**src/rtl/cfgrd_pkg.sv**
```systemverilog
package cfgrd_pkg;
  typedef enum logic [1:0] {
    MODE_IDLE = 2'd0,
    MODE_CFG  = 2'd1,
    MODE_SIG  = 2'd2
  } rd_mode_e;

  localparam int CTL_W   = 3;
  localparam int CTL_EN  = 0;
  localparam int CTL_CFG = 1;
  localparam int CTL_SIG = 2;
endpackage

```
**src/rtl/cfgrd_arm.sv**
```systemverilog
module cfgrd_arm
  import cfgrd_pkg::*;
#(
  parameter int WINDOW = 3
) (
  input  logic             clk,
  input  logic             rst_n,
  input  logic             ctl_we,
  input  logic [CTL_W-1:0] ctl_wdata,
  input  logic             load_i,
  input  logic             spm_i,
  output rd_mode_e         mode_o,
  output logic [CTL_W-1:0] ctl_q
);
  localparam int CNT_W = $clog2(WINDOW + 1);
  localparam logic [CNT_W-1:0] LAST = CNT_W'(WINDOW - 1);

  rd_mode_e         mode_q, mode_d;
  logic [CNT_W-1:0] cnt_q, cnt_d;

  always_comb begin
    mode_d = mode_q;
    cnt_d  = cnt_q;
    if (ctl_we) begin
      cnt_d = '0;
      if (ctl_wdata[CTL_EN] && ctl_wdata[CTL_SIG])      mode_d = MODE_SIG;
      else if (ctl_wdata[CTL_EN] && ctl_wdata[CTL_CFG]) mode_d = MODE_CFG;
      else                                              mode_d = MODE_IDLE;
    end else if (mode_q != MODE_IDLE) begin
      if (load_i)                           mode_d = MODE_IDLE;
      else if (spm_i && mode_q == MODE_CFG) mode_d = MODE_IDLE;
      else if (cnt_q == LAST)               mode_d = MODE_IDLE;
      else                                  cnt_d  = cnt_q + 1'b1;
    end
  end

  always_ff @(posedge clk or negedge rst_n) begin
    if (!rst_n) begin
      mode_q <= MODE_IDLE;
      cnt_q  <= '0;
    end else begin
      mode_q <= mode_d;
      cnt_q  <= cnt_d;
    end
  end

  assign mode_o = mode_q;

  always_comb begin
    ctl_q = '0;
    case (mode_q)
      MODE_CFG: begin ctl_q[CTL_EN] = 1'b1; ctl_q[CTL_CFG] = 1'b1; end
      MODE_SIG: begin ctl_q[CTL_EN] = 1'b1; ctl_q[CTL_SIG] = 1'b1; end
      default:  ctl_q = '0;
    endcase
  end

  AST_WINDOW_BOUND: assert property (@(posedge clk) disable iff (!rst_n)
    (mode_q != MODE_IDLE) |-> (cnt_q <= LAST)) else $error("window counter overrun");

  AST_EXPIRE: assert property (@(posedge clk) disable iff (!rst_n)
    (mode_q != MODE_IDLE && cnt_q == LAST && !ctl_we) |=> (mode_q == MODE_IDLE)) else $error("window did not expire");

  AST_USE_DISARMS: assert property (@(posedge clk) disable iff (!rst_n)
    (mode_q != MODE_IDLE && load_i && !ctl_we) |=> (mode_q == MODE_IDLE)) else $error("arm kept after use");

  AST_STORE_DISARMS: assert property (@(posedge clk) disable iff (!rst_n)
    (mode_q == MODE_CFG && spm_i && !ctl_we) |=> (ctl_q == '0)) else $error("store did not disarm");

  AST_SIG_PRIORITY: assert property (@(posedge clk) disable iff (!rst_n)
    (ctl_we && ctl_wdata[CTL_EN] && ctl_wdata[CTL_SIG]) |=> (ctl_q == 3'b101)) else $error("signature priority lost");
endmodule

```
**src/rtl/cfgrd_space.sv**
```systemverilog
module cfgrd_space
  import cfgrd_pkg::*;
#(
  parameter int ADDR_W = 16,
  parameter int DATA_W = 8
) (
  input  rd_mode_e          mode_i,
  input  logic [ADDR_W-1:0] ptr_i,
  input  logic [DATA_W-1:0] pmem_i,
  input  logic [DATA_W-1:0] fuse_lo_i,
  input  logic [DATA_W-1:0] fuse_hi_i,
  input  logic [2:0]        fuse_ext_i,
  input  logic [5:0]        lock_i,
  input  logic [DATA_W-1:0] sig1_i,
  input  logic [DATA_W-1:0] sig2_i,
  input  logic [DATA_W-1:0] sig3_i,
  input  logic [DATA_W-1:0] cal_i,
  output logic [DATA_W-1:0] data_o
);
  localparam logic [DATA_W-1:0] ALL_ONES = '1;

  logic [DATA_W-1:0] cfg_byte, sig_byte, ext_byte, lock_byte;

  assign ext_byte  = {{(DATA_W-3){1'b1}}, fuse_ext_i};
  assign lock_byte = {{(DATA_W-6){1'b1}}, lock_i};

  always_comb begin
    case (ptr_i)
      ADDR_W'(0): cfg_byte = fuse_lo_i;
      ADDR_W'(1): cfg_byte = lock_byte;
      ADDR_W'(2): cfg_byte = ext_byte;
      ADDR_W'(3): cfg_byte = fuse_hi_i;
      default:    cfg_byte = ALL_ONES;
    endcase
  end

  always_comb begin
    case (ptr_i)
      ADDR_W'(0): sig_byte = sig1_i;
      ADDR_W'(1): sig_byte = cal_i;
      ADDR_W'(2): sig_byte = sig2_i;
      ADDR_W'(4): sig_byte = sig3_i;
      default:    sig_byte = ALL_ONES;
    endcase
  end

  always_comb begin
    case (mode_i)
      MODE_CFG: data_o = cfg_byte;
      MODE_SIG: data_o = sig_byte;
      default:  data_o = pmem_i;
    endcase
  end
endmodule

```
**src/rtl/cfgrd_unit.sv**
```systemverilog
module cfgrd_unit
  import cfgrd_pkg::*;
#(
  parameter int ADDR_W = 16,
  parameter int DATA_W = 8,
  parameter int WINDOW = 3
) (
  input  logic              clk,
  input  logic              rst_n,
  input  logic              ctl_we,
  input  logic [2:0]        ctl_wdata,
  output logic [2:0]        ctl_q,
  input  logic              spm_strobe,
  input  logic              ld_strobe,
  input  logic [ADDR_W-1:0] ld_ptr,
  input  logic [DATA_W-1:0] pmem_rdata,
  output logic              ld_valid,
  output logic [DATA_W-1:0] ld_data,
  input  logic [DATA_W-1:0] fuse_lo_i,
  input  logic [DATA_W-1:0] fuse_hi_i,
  input  logic [2:0]        fuse_ext_i,
  input  logic [5:0]        lock_i,
  input  logic [DATA_W-1:0] sig_byte1_i,
  input  logic [DATA_W-1:0] sig_byte2_i,
  input  logic [DATA_W-1:0] sig_byte3_i,
  input  logic [DATA_W-1:0] osc_cal_i
);
  rd_mode_e          mode;
  logic [DATA_W-1:0] sel_data;

  cfgrd_arm #(.WINDOW(WINDOW)) u_arm (
    .clk(clk), .rst_n(rst_n), .ctl_we(ctl_we), .ctl_wdata(ctl_wdata),
    .load_i(ld_strobe), .spm_i(spm_strobe), .mode_o(mode), .ctl_q(ctl_q)
  );

  cfgrd_space #(.ADDR_W(ADDR_W), .DATA_W(DATA_W)) u_space (
    .mode_i(mode), .ptr_i(ld_ptr), .pmem_i(pmem_rdata),
    .fuse_lo_i(fuse_lo_i), .fuse_hi_i(fuse_hi_i), .fuse_ext_i(fuse_ext_i),
    .lock_i(lock_i), .sig1_i(sig_byte1_i), .sig2_i(sig_byte2_i),
    .sig3_i(sig_byte3_i), .cal_i(osc_cal_i), .data_o(sel_data)
  );

  always_ff @(posedge clk or negedge rst_n) begin
    if (!rst_n) begin
      ld_valid <= 1'b0;
      ld_data  <= '0;
    end else begin
      ld_valid <= ld_strobe;
      if (ld_strobe) ld_data <= sel_data;
    end
  end

  AST_RESP_PULSE: assert property (@(posedge clk) disable iff (!rst_n)
    ld_strobe |=> ld_valid) else $error("missing response");

  AST_NO_SPURIOUS: assert property (@(posedge clk) disable iff (!rst_n)
    !ld_strobe |=> !ld_valid) else $error("spurious response");

  AST_IDLE_PASSTHRU: assert property (@(posedge clk) disable iff (!rst_n)
    (ld_strobe && mode == MODE_IDLE) |=> (ld_data == $past(pmem_rdata))) else $error("idle load altered");

  AST_UNLISTED_FF: assert property (@(posedge clk) disable iff (!rst_n)
    (ld_strobe && mode != MODE_IDLE && ld_ptr > ADDR_W'(4)) |=> (ld_data == '1)) else $error("unlisted pointer");
endmodule

```
**config.mk**
```make
export PLATFORM = sky130hd
export DESIGN_NAME = cfgrd_unit
export DESIGN_NICKNAME = d
export VERILOG_FILES = /design/src/rtl/cfgrd_pkg.sv /design/src/rtl/cfgrd_arm.sv /design/src/rtl/cfgrd_space.sv /design/src/rtl/cfgrd_unit.sv
export SDC_FILE = /design/constraint.sdc
export NUM_CORES = 1
export LEC_CHECK = 0
export BUFFER_PORTS_ARGS = -buffer_cell sky130_fd_sc_hd__buf_2
export CORE_UTILIZATION = 41
export DETAILED_ROUTE_END_ITERATION = 8
export PLACE_DENSITY_LB_ADDON = 0.25
export SLEW_MARGIN = 20
export SYNTH_ARGS = -nofsm -noshare
export SYNTH_HDL_FRONTEND = slang
export SYNTH_HIERARCHICAL = 1
export SYNTH_SLANG_ARGS = --single-unit
```
**constraint.sdc**
```tcl
create_clock -name clk -period 2.12 [get_ports clk]
set_input_delay 0.318 -clock clk [delete_from_list [all_inputs] [get_ports clk]]
set_output_delay 0.318 -clock clk [all_outputs]
set_load 0.1 [all_outputs]
```
# After elaboration in Yosys (flattened, before gate mapping)
# Index checks and enable logic that the tools add are counted.
# word_totals
word_cells,43
output_inout_bits,12
in_bits,89
register_bits,13
# op_classes
reduce_logical,10
n_addsub,1
eq_ne,10
n_mux,18
# op_table
cell,count
$pmux W8 S4,2
$eq A16 B2 Y1 const B,2
$mux W2,11
$eq A16 B1 Y1 const B,1
$eq A16 B3 Y1 const B,1
$logic_not A16 Y1,1
$pmux W8 S2,1
$ne A2 B2 Y1 const B,3
$eq A2 B2 Y1 const B,2
$mux W1,4
$reduce_and A4 Y1,1
$reduce_bool A2 Y1,2
$reduce_bool A4 Y1,1
$logic_and A1 B1 Y1,3
$add A2 B1 Y2 const B,1
$eq A2 B1 Y1 const B,1
$reduce_and A2 Y1,1
$reduce_or A2 Y1,1

# Depth between registers and ports, before layout
# Gate-level depths: netlist of run 1.
# depth
word_depth,6
depth_mapped,8
mapped_depth_nobuf,7

# By module
# The synthesis of run 1 kept the hierarchy.
# by_module_without_submodules
module,seq_area_each_um2,area_per_inst_um2,n_inst,cells_per_inst
cfgrd_space,0.0,813.3,1,116
cfgrd_unit,225.2,356.6,1,18
cfgrd_arm,100.1,259.0,1,23

# Worst setup path after synthesis of run 1
# OpenSTA, ideal clock, no wires.
# synth_timing
path_type,reg2reg
from,"reg u_arm.mode_q[1], in the netlist u_arm/mode_o[1]"
to,reg u_arm.cnt_q[1]
n_path_buf,0
path_slack_ns,0.235
setup_time_ns,0.119
path_stages_with_launch,6
t_arrival_ns,1.767
t_required_ns,2.001
synth_period_minus_slack_ns,1.885
cell_sequence,dfrtp_1 > inv_1 > ha_1 > a2111oi_4 > mux2i_1 > nor2_1
# synth_between
elab_chain_cells,4
word_cells_on_any_way,6
classes_between,eq/ne: 2; reduce/logical: 4
# synth_rtl
element,line_no,text
from (decl),cfgrd_arm.sv:18,"rd_mode_e mode_q, mode_d;"
from (signal assigned),cfgrd_arm.sv:42,mode_q <= mode_d;
$eq A2 B1 Y1,cfgrd_arm.sv:31,else if (spm_i && mode_q == MODE_CFG) mode_d = MODE_IDLE;
$logic_and A1 B1 Y1,cfgrd_arm.sv:31,
$ne A2 B2 Y1 (no source line),-,
$reduce_and A4 Y1 (no source line) (*),-,
to (signal assigned),cfgrd_arm.sv:43,cnt_q <= cnt_d;
to (decl),cfgrd_arm.sv:19,"logic [CNT_W-1:0] cnt_q, cnt_d;"
# Mark *: on every way between the ends. The rest lies on a longest branch, timed or not.
# A chain may end at the register's enable or synchronous reset.

# Worst setup path after layout of run 1
# layout_timing
from,"reg u_arm.mode_q[0], in the netlist u_arm/mode_o[0]"
to,reg ld_data[7]
# layout_between
elab_chain_cells,2
word_cells_on_any_way,3
classes_between,eq/ne: 2; mux: 1
# layout_rtl
element,line_no,text
$eq A2 B2 Y1 / $eq A2 B1 Y1 (equally long branches),cfgrd_space.sv:48,case (mode_i)
$pmux W8 S2 (*),cfgrd_space.sv:48,
named net sel_data[7],cfgrd_unit.sv:29,logic [DATA_W-1:0] sel_data;
to (signal assigned),cfgrd_unit.sv:49,if (ld_strobe) ld_data <= sel_data;
to (decl),cfgrd_unit.sv:18,"output logic [DATA_W-1:0] ld_data,"
# The timed path passes the listed nets; every way through them passes the cells marked *.

==> results of run 1 <==
placed cells by master (no fill, tap or decap), drive strengths merged, types with 3 or more instances in the layout:
| master | synthesis | layout |
|---|---|---|
| nor2b | 7 | 7 |
| o21ai | 11 | 11 |
| a21oi | 16 | 16 |
| mux4 | 3 | 3 |
| a221oi | 5 | 5 |
| buf | 6 | 107 |
| nand4 | 4 | 4 |
| dfrtp | 13 | 13 |
| nor3 | 4 | 4 |
| ha | 6 | 6 |
| o22ai | 3 | 3 |
| nand2 | 5 | 5 |
| nor2 | 7 | 7 |
| mux2 | 11 | 11 |
| nand2b | 3 | 3 |
| clkbuf | 4 | 4 |
| inv | 14 | 14 |
| o22a | 16 | 16 |
| nand3 | 3 | 3 |
sequential cells by signal (all words and copies together) (netlist names):
name          flops
ld_data           8
ld_valid          1
u_arm/cnt_q       2
u_arm/mode_o      2
final cells by class:
| cell class | instances | share of cell area, % |
|---|---|---|
| repair buffers | 108 | 27.90 |
| well taps | 46 | 2.852 |
| clock buffers | 4 | 1.302 |
| multi-input cells | 120 | 49.22 |
| inverters | 14 | 2.604 |
| flip-flops and latches | 13 | 16.12 |
power breakdown:
part | leakage, nW | switching [W] | internal [W]
Combinational | 0.806 | 0.000453 | 0.000223
Clock | 0.0150 | 0.0000747 | 0.0000728
Sequential | 0.160 | 0.0000266 | 0.000287
routing by layer:
layer | GRT usage, % | vias to the layer above | share of wire (%)
li1 | - | 803 | -
met1 | 25.46 | 705 | 43
met2 | 40.84 | 55 | 51
met3 | 4.412 | 4 | 5.7
met4 | 4.870 | 0 | 0.74
met5 | 0 | - | 0
per-stage QoR:
step	power, W	hold slack, ns	worst slack, ns
6_report	0.001136	0.2637	0.1465
5_1_grt	0.001205	0.2721	0.06204
4_1_cts	0.001145	0.2564	0.09453
3_5_place_dp	0.0009931	0.2192	0.06392
3_3_place_gp	0.0009875	0.2187	0.1404
2_1_floorplan	0.0008239	0.02241	0.2347
what timing repair did:
item                                    CTS  global route
hold buffers                              1             0
endpoints found under the setup margin    0             5
setup buffers                             0             2
endpoints found under the hold margin    13             0
cells by family after synthesis:
logic type | after synthesis | synth area share [%]
AOI/OAI and AO/OA | 58 | 28.63
xor gates and xnor gates | 1 | 0.6131
adders and majority gates | 6 | 5.254
and+or+nand+nor | 40 | 18.83
muxes | 15 | 16.20
DFF | 13 | 22.77
buffers and inverters | 24 | 7.705
worst min-delay path by stage:
stage | startpoint | end
final | ctl_we | u_arm/cnt_q[0]$_DFFE_PN0P_
after global placement | rst_n | ld_data[0]$_DFFE_PN0P_
after floorplan | rst_n | ld_data[0]$_DFFE_PN0P_
after CTS | ctl_we | u_arm/cnt_q[0]$_DFFE_PN0P_
after detailed placement | rst_n | ld_data[3]$_DFFE_PN0P_
after global routing | ctl_we | u_arm/cnt_q[1]$_DFFE_PN0P_
==> flow_summary.ini, run 1 <==
[run_status]
status = finished, final reports clean

[route]
via_per_inst = 5.138
final_antenna_net_count = 0
wl_per_cell_um = 12.78
drt-total-wl_mm = 3.897
drc_errors = 0
dr.pass1.iters = 4
num_vias = 1567
first_iter_violations = 56

[placement]
numPortBuffers = 100
place.gp.congestion = 0.8146
place_inst = 298
place_area_sq_um = 1967
dpl.hpwl_mm = 3.285

[setup_path]
worst-setup-path-type = flop to flop
crit_fanout = 9
r2r_cells = 8
cp.depth = 8
cpMaxStageDelayCell = dfrtp_1
arrival_ns = 2.13
crit_path_end_kind = flop
r2r_start = u_arm/mode_o[0]$_DFFE_PN0P_
reg2reg_setup_slack_ns = 0.15
startpoint = u_arm/mode_o[0]$_DFFE_PN0P_
crit_chain = inv_1 > ha_1 > nand2_1 > nor4b_4 > buf_4 > a221oi_1 > a21oi_1 > mux2_4
r2r-end = ld_data[7]$_DFFE_PN0P_
crit_family = compound AO/OA/AOI/OAI gates
critPathRequiredTime_ns = 2.28
start_kind = flop
critPathMaxStageDelay_ns = 0.42
cp-endpoint = ld_data[7]$_DFFE_PN0P_
worst-path-buf-inv = 2

[layout]
stdcell_area_sq_um = 2018
stdcell_count = 305
nNetsFinal = 355
antenna_cells = 0
seq_area_sq_um = 325.3
area_growth_pct = 41.24
fillers = 311
drive_gt1_share_pct = 50.58
multi_input_area_sq_um = 993.5
final_core_util_pct = 60.48

[clocking]
cts_resized = 0
cts_tree = done
cts_max_level = 1
clk_transition_reported_paths_ns = 0.08
numClockSinks = 13
cts_buffers = 3
clk_latency_ns = 0.27
clk_path_buf_depth = 2
cts-root-buf = clkbuf_4

[global_route]
grt_overflow_total = 0
grt_pass1_wl_mm = 6.189
grt.total_usage_pct = 21.82
antenna_found_initial = 0
grt_max_degree = 20
grt_pass1_vias = 1519

[yosys]
synth_area_sq_um = 1429
synthArstFlopShare_pct = 100.0
seq_area_frac_synth_pct = 22.77
synth_top_area_cell = dfrtp_1
synth_edf_count = 0
syn_inst = 157
ys_types = 36
synth_area_per_cell_sq_um = 9.101
netlist_top_cells_count = a21oi_1 (16), o22a_1 (16), inv_1 (14), dfrtp_1 (13), o21ai_0 (11)
synth_top_flop_cell = dfrtp_1
syn_nets = 252
yosys-top-cells-area = dfrtp_1 (23%), o22a_1 (9.8%), mux2_4 (8.4%)
yosysWarnings = 6
ys_ff_latch = 13
netlist.area_leader.share_pct = 22.77

[sta]
drv_slew = 0
hold_violations = 0
setup_viol = 0
fin_crit_ns = 1.973
slew_headroom_pct = 67.56
fmax_ghz = 0.5067
setup_tns_ns = 0
clock_skew_ns = 0.002943
finalCritPeriodShare_pct = 93.09
rsz0062_at_grt = false
tightest_slew_ns = 0.4899

[die]
die_width_um = 61.04
ios = 101
dieArea_sq_um = 3725
die_height_um = 61.04
rows = 21
core-area_sq_um = 3337
start_util_pct = 42.82

[power_and_ir_drop]
leakage_nw = 0.9803
peakVddDrop_mv = 0.4213
powerDensity_nw_per_um2 = 562.8

[job]
cap_violations = 0

[min_path]
whs_path_depth = 2
hp-class = input port to flop
(Power assumes the default switching activity.)
==> inputs of run 2 (changes only) <==
--- a/config.mk
+++ b/config.mk
@@ -8,6 +8,7 @@
 export BUFFER_PORTS_ARGS = -buffer_cell sky130_fd_sc_hd__buf_2
 export CORE_UTILIZATION = 41
 export DETAILED_ROUTE_END_ITERATION = 8
+export MAX_ROUTING_LAYER = met4
 export PLACE_DENSITY_LB_ADDON = 0.25
 export SLEW_MARGIN = 20
 export SYNTH_ARGS = -nofsm -noshare
==> flow_summary.ini, run 2 (synthesis gave the netlist of run 1 again) <==
[route]
wl_per_cell_um = 12.78
final_antenna_net_count = 0
drc_errors = 0
num_vias = 1570
drt-total-wl_mm = 3.897
dr.pass1.iters = 4
via_per_inst = 5.148
first_iter_violations = 56

[global_route]
grt_max_degree = 20
antenna_found_initial = 0
grt_pass1_wl_mm = 6.182
grt.total_usage_pct = 22.52
grt_overflow_total = 0
grt_pass1_vias = 1520

[placement]
pre_cts_slack_ns = 0.06392
place_area_sq_um = 1967
dpl.hpwl_mm = 3.285
place.gp.congestion = 0.8267
numPortBuffers = 100

[sta]
clock_skew_ns = 0.001990
tightest_slew_ns = 0.4899
finalCritPeriodShare_pct = 93.21
postLayoutSetupSlackWorst_ns = 0.1440
setup_viol = 0
setup_tns_ns = 0
drv_slew = 0
fin_crit_ns = 1.976
fmax_ghz = 0.5061
rsz0062_at_grt = false
slew_headroom_pct = 67.56
hold_violations = 0

[power_and_ir_drop]
leakage_nw = 0.9803
clockPowerShare_pct = 12.9
switching_share_pct = 48.72
seq_power_share_pct = 27.6
power.switching_w = 0.0005531
pwr-share-comb_pct = 59.5
powerDensity_nw_per_um2 = 562.5
intPower_w = 0.0005821
peakVddDrop_mv = 0.4213

[setup_path]
r2r_start = u_arm/mode_o[0]$_DFFE_PN0P_
critPathRequiredTime_ns = 2.28
worst-setup-path-type = flop to flop
start_kind = flop
crit_family = compound AO/OA/AOI/OAI gates
crit_chain = inv_1 > ha_1 > nand2_1 > nor4b_4 > buf_4 > a221oi_1 > a21oi_1 > mux2_4
crit_fanout = 9
worst-path-buf-inv = 2
arrival_ns = 2.13
critPathMaxStageDelay_ns = 0.42
cpMaxStageDelayCell = dfrtp_1
crit_path_end_kind = flop
startpoint = u_arm/mode_o[0]$_DFFE_PN0P_

[clocking]
numClockSinks = 13
cts-root-buf = clkbuf_4
cts_buffers = 3
clk_path_buf_depth = 2
cts_resized = 0
clk_latency_ns = 0.27
cts_tree = done
cts_max_level = 1
clk_transition_reported_paths_ns = 0.08

[die]
ios = 101
die_width_um = 61.04
rows = 21
start_util_pct = 42.82
dieArea_sq_um = 3725
core-area_sq_um = 3337
die_height_um = 61.04

[layout]
area_growth_pct = 41.24
fillers = 311
layout_common_cells = buf_2 (100), o22a_1 (16), a21oi_1 (16), inv_1 (14), dfrtp_1 (13)
antenna_cells = 0
stdcell_area_sq_um = 2018
top_register = ld_data
nNetsFinal = 355
mostFrequentLayoutCell = buf_2
largest_reg_flops = 8
drive_gt1_share_pct = 50.58

[run_status]
status = finished, final reports clean

[min_path]
hp-class = input port to flop
min-delay-start = ctl_we

[job]
cap_violations = 0
## run 2: metal layers
layer,up-vias,GRT usage [%],routed length (um)
met5,-,-,0
met4,0,4.870,24
met3,2,4.412,220
met2,53,40.84,1991
met1,712,25.46,1660
li1,803,-,-
## run 2: power by group through the flow
stage | sequential (W) | clock, W | combinational [W]
after detailed placement | 0.000319 | 0 | 0.000674
after CTS | 0.000313 | 0.000154 | 0.000678
after floorplan | 0.000562 | 0 | 0.000262
after global routing | 0.000317 | 0.000166 | 0.000722
final | 0.000313 | 0.000147 | 0.000675
after global placement | 0.000318 | 0 | 0.000669
## run 2: timing repair
action	in CTS	in global routing
endpoints found under the setup margin	0	5
buffers inserted	0	2
hold endpoints to repair	13	0
hold buffers	1	0
## run 2: final timing paths
kind | end | slack [ns] | cells after the start
hold / removal | u_arm/cnt_q[0]$_DFFE_PN0P_ | 0.26 | 2
min in group asynchronous | ld_data[3]$_DFFE_PN0P_ | 0.48 | 2
max in group asynchronous | u_arm/cnt_q[0]$_DFFE_PN0P_ | 1.42 | 2
hold reg to reg | ld_data[1]$_DFFE_PN0P_ | 0.52 | 1
setup reg to reg | ld_data[7]$_DFFE_PN0P_ | 0.14 | 8
setup / recovery | ld_data[7]$_DFFE_PN0P_ | 0.14 | 8
## run 2: cell type report
cell class,instances,area [sq um],area share [%]
multi-input combinational,120,993.5,49.22
clock buffer,4,26.28,1.302
sequential,13,325.3,16.12
timing repair buffer,108,563.0,27.90
inverter,14,52.55,2.604
tap,46,57.56,2.852
## run 2: through the flow
stage          total power, W  utilization [%]  std cells  hold slack, ns
6_report             0.001135            60.48        305          0.2637
5_1_grt              0.001205            60.48        305          0.2721
4_1_cts              0.001145            60.03        303          0.2564
3_5_place_dp        0.0009931            58.94        298          0.2192
3_3_place_gp        0.0009875            58.94        298          0.2187
2_1_floorplan       0.0008239                -        157         0.02241
## run 2: worst reg2reg max path: stages (launching register included)
cell and delay [ns]:
dfrtp_1 0.42, inv_1 0.06, ha_1 0.30, nand2_1 0.15, nor4b_4 0.05, buf_4 0.15
a221oi_1 0.35, a21oi_1 0.11, mux2_4 0.27
==> inputs of run 3 (changes only) <==
--- a/config.mk
+++ b/config.mk
@@ -6,7 +6,7 @@
 export NUM_CORES = 1
 export LEC_CHECK = 0
 export BUFFER_PORTS_ARGS = -buffer_cell sky130_fd_sc_hd__buf_2
-export CORE_UTILIZATION = 41
+export CORE_UTILIZATION = 40
 export DETAILED_ROUTE_END_ITERATION = 8
 export MAX_ROUTING_LAYER = met4
 export PLACE_DENSITY_LB_ADDON = 0.25
==> flow_summary.ini, run 3 (synthesis gave the netlist of run 1 again) <==
[route]
drt-total-wl_mm = 4.264
num_vias = 1654
dr.pass1.iters = 4
wl_per_cell_um = 13.98
via_per_inst = 5.423
first_iter_violations = 46
final_antenna_net_count = 0
drc_errors = 0

[placement]
pre_cts_slack_ns = 0.08162
numPortBuffers = 100
dpl.hpwl_mm = 3.584
place.gp.congestion = 0.9323

[die]
start_util_pct = 42.16
die_height_um = 61.77
core-area_sq_um = 3390
rows = 21
ios = 101
die_width_um = 61.77
dieArea_sq_um = 3815

[global_route]
grt.total_usage_pct = 23.50
antenna_found_initial = 0
grt_pass1_vias = 1514
grt_max_degree = 15
grt_overflow_total = 0
grt_pass1_wl_mm = 6.403

[power_and_ir_drop]
switching_share_pct = 49.11
leakage_nw = 0.9801
p_total_w = 0.001154
clockPowerShare_pct = 13.2
seq_power_share_pct = 27.1
intPower_w = 0.0005875
powerDensity_nw_per_um2 = 572.0
pwr-share-comb_pct = 59.7
peakVddDrop_mv = 0.4811
power.switching_w = 0.0005670

[min_path]
whs_path_depth = 2
hp-class = input port to flop

[run_status]
status = finished, final reports clean

[clocking]
cts_buffers = 3
ctsHoldBuffers = 1
cts-root-buf = clkbuf_4
cts_setup_buffers = 0
cts_resized = 0
clk_latency_ns = 0.27
clk_path_buf_depth = 2
numClockSinks = 13
cts_max_level = 1
clk_transition_reported_paths_ns = 0.08
cts_tree = done

[job]
cap_violations = 0

[sta]
setup_viol = 0
rsz0062_at_grt = false
postLayoutSetupSlackWorst_ns = 0.1557
finalCritPeriodShare_pct = 92.66
hold_violations = 0
drv_slew = 0
clock_skew_ns = 0.004040
setup_tns_ns = 0
tightest_slew_ns = 0.4951
fmax_ghz = 0.5091
fin_crit_ns = 1.964
slew_headroom_pct = 66.85

[layout]
drive_gt1_share_pct = 50.58
layout_common_cells = buf_2 (100), o22a_1 (16), a21oi_1 (16), inv_1 (14), dfrtp_1 (13)
largest_reg_flops = 8
antenna_cells = 0
area_growth_pct = 41.24
mostFrequentLayoutCell = buf_2
nNetsFinal = 355
top_register = ld_data

[setup_path]
critPathRequiredTime_ns = 2.28
crit_path_end_kind = flop
reg2reg_setup_slack_ns = 0.16
crit_fanout = 6
start_kind = flop
r2r_cells = 8
worst-setup-path-type = flop to flop
arrival_ns = 2.13
## run 3: cell counts in the layout (fill, tap and decap cells not counted)
No cell type changed its count.
## run 3: area by class of cell
cell class | count | area (sq um)
Sequential cell | 13 | 325.3
Inverter | 14 | 52.55
Timing Repair Buffer | 108 | 563.0
Tap cell | 46 | 57.56
Clock buffer | 4 | 26.28
Multi-Input combinational cell | 120 | 993.5
Fill cell | 320 | 1371
## run 3: critical path, stage by stage (launching register included)
cell and delay (ns):
dfrtp_1 0.41, inv_1 0.06, ha_1 0.26, buf_4 0.18
nand3_1 0.11, nand2b_1 0.15, a221oi_1 0.29, a21oi_1 0.12
mux2_4 0.27
## run 3: final timing paths
check	from	endpoint
worst min-delay path	ctl_we	u_arm/cnt_q[0]$_DFFE_PN0P_
min in group asynchronous	rst_n	ld_data[2]$_DFFE_PN0P_
max in group asynchronous	rst_n	ld_valid$_DFF_PN0_
worst max register to register	u_arm/mode_o[0]$_DFFE_PN0P_	ld_data[5]$_DFFE_PN0P_
worst max-delay path	u_arm/mode_o[0]$_DFFE_PN0P_	ld_data[5]$_DFFE_PN0P_
worst min register to register	ld_data[5]$_DFFE_PN0P_	ld_data[5]$_DFFE_PN0P_
## run 3: metal layers
metal | wire, um | vias to the layer above | GRT usage, %
met3 | 369 | 10 | 3.934
li1 | - | 805 | -
met1 | 1697 | 741 | 26.94
met2 | 2106 | 98 | 41.47
met5 | 0 | - | -
met4 | 91 | 0 | 7.937
## run 3: metrics by stage
stage          utilization (%)  hold WS [ns]  cells  cell area [sq um]
2_1_floorplan                -       0.02241    157               1429
3_3_place_gp             58.47        0.2245    300               1982
3_5_place_dp             58.47        0.2224    300               1982
4_1_cts                  59.54        0.2592    305               2018
5_1_grt                  59.54        0.2891    305               2018
6_report                 59.54        0.2607    305               2018
## run 3: power by group through the flow
stage / registers (W) / logic [W] / clock network [W]
2_1_floorplan: 0.000562 / 0.000262 / 0
4_1_cts: 0.000314 / 0.000688 / 0.000158
6_report: 0.000313 / 0.000689 / 0.000153
3_5_place_dp: 0.000319 / 0.000685 / 0
5_1_grt: 0.000318 / 0.000733 / 0.000166
3_3_place_gp: 0.000319 / 0.000681 / 0
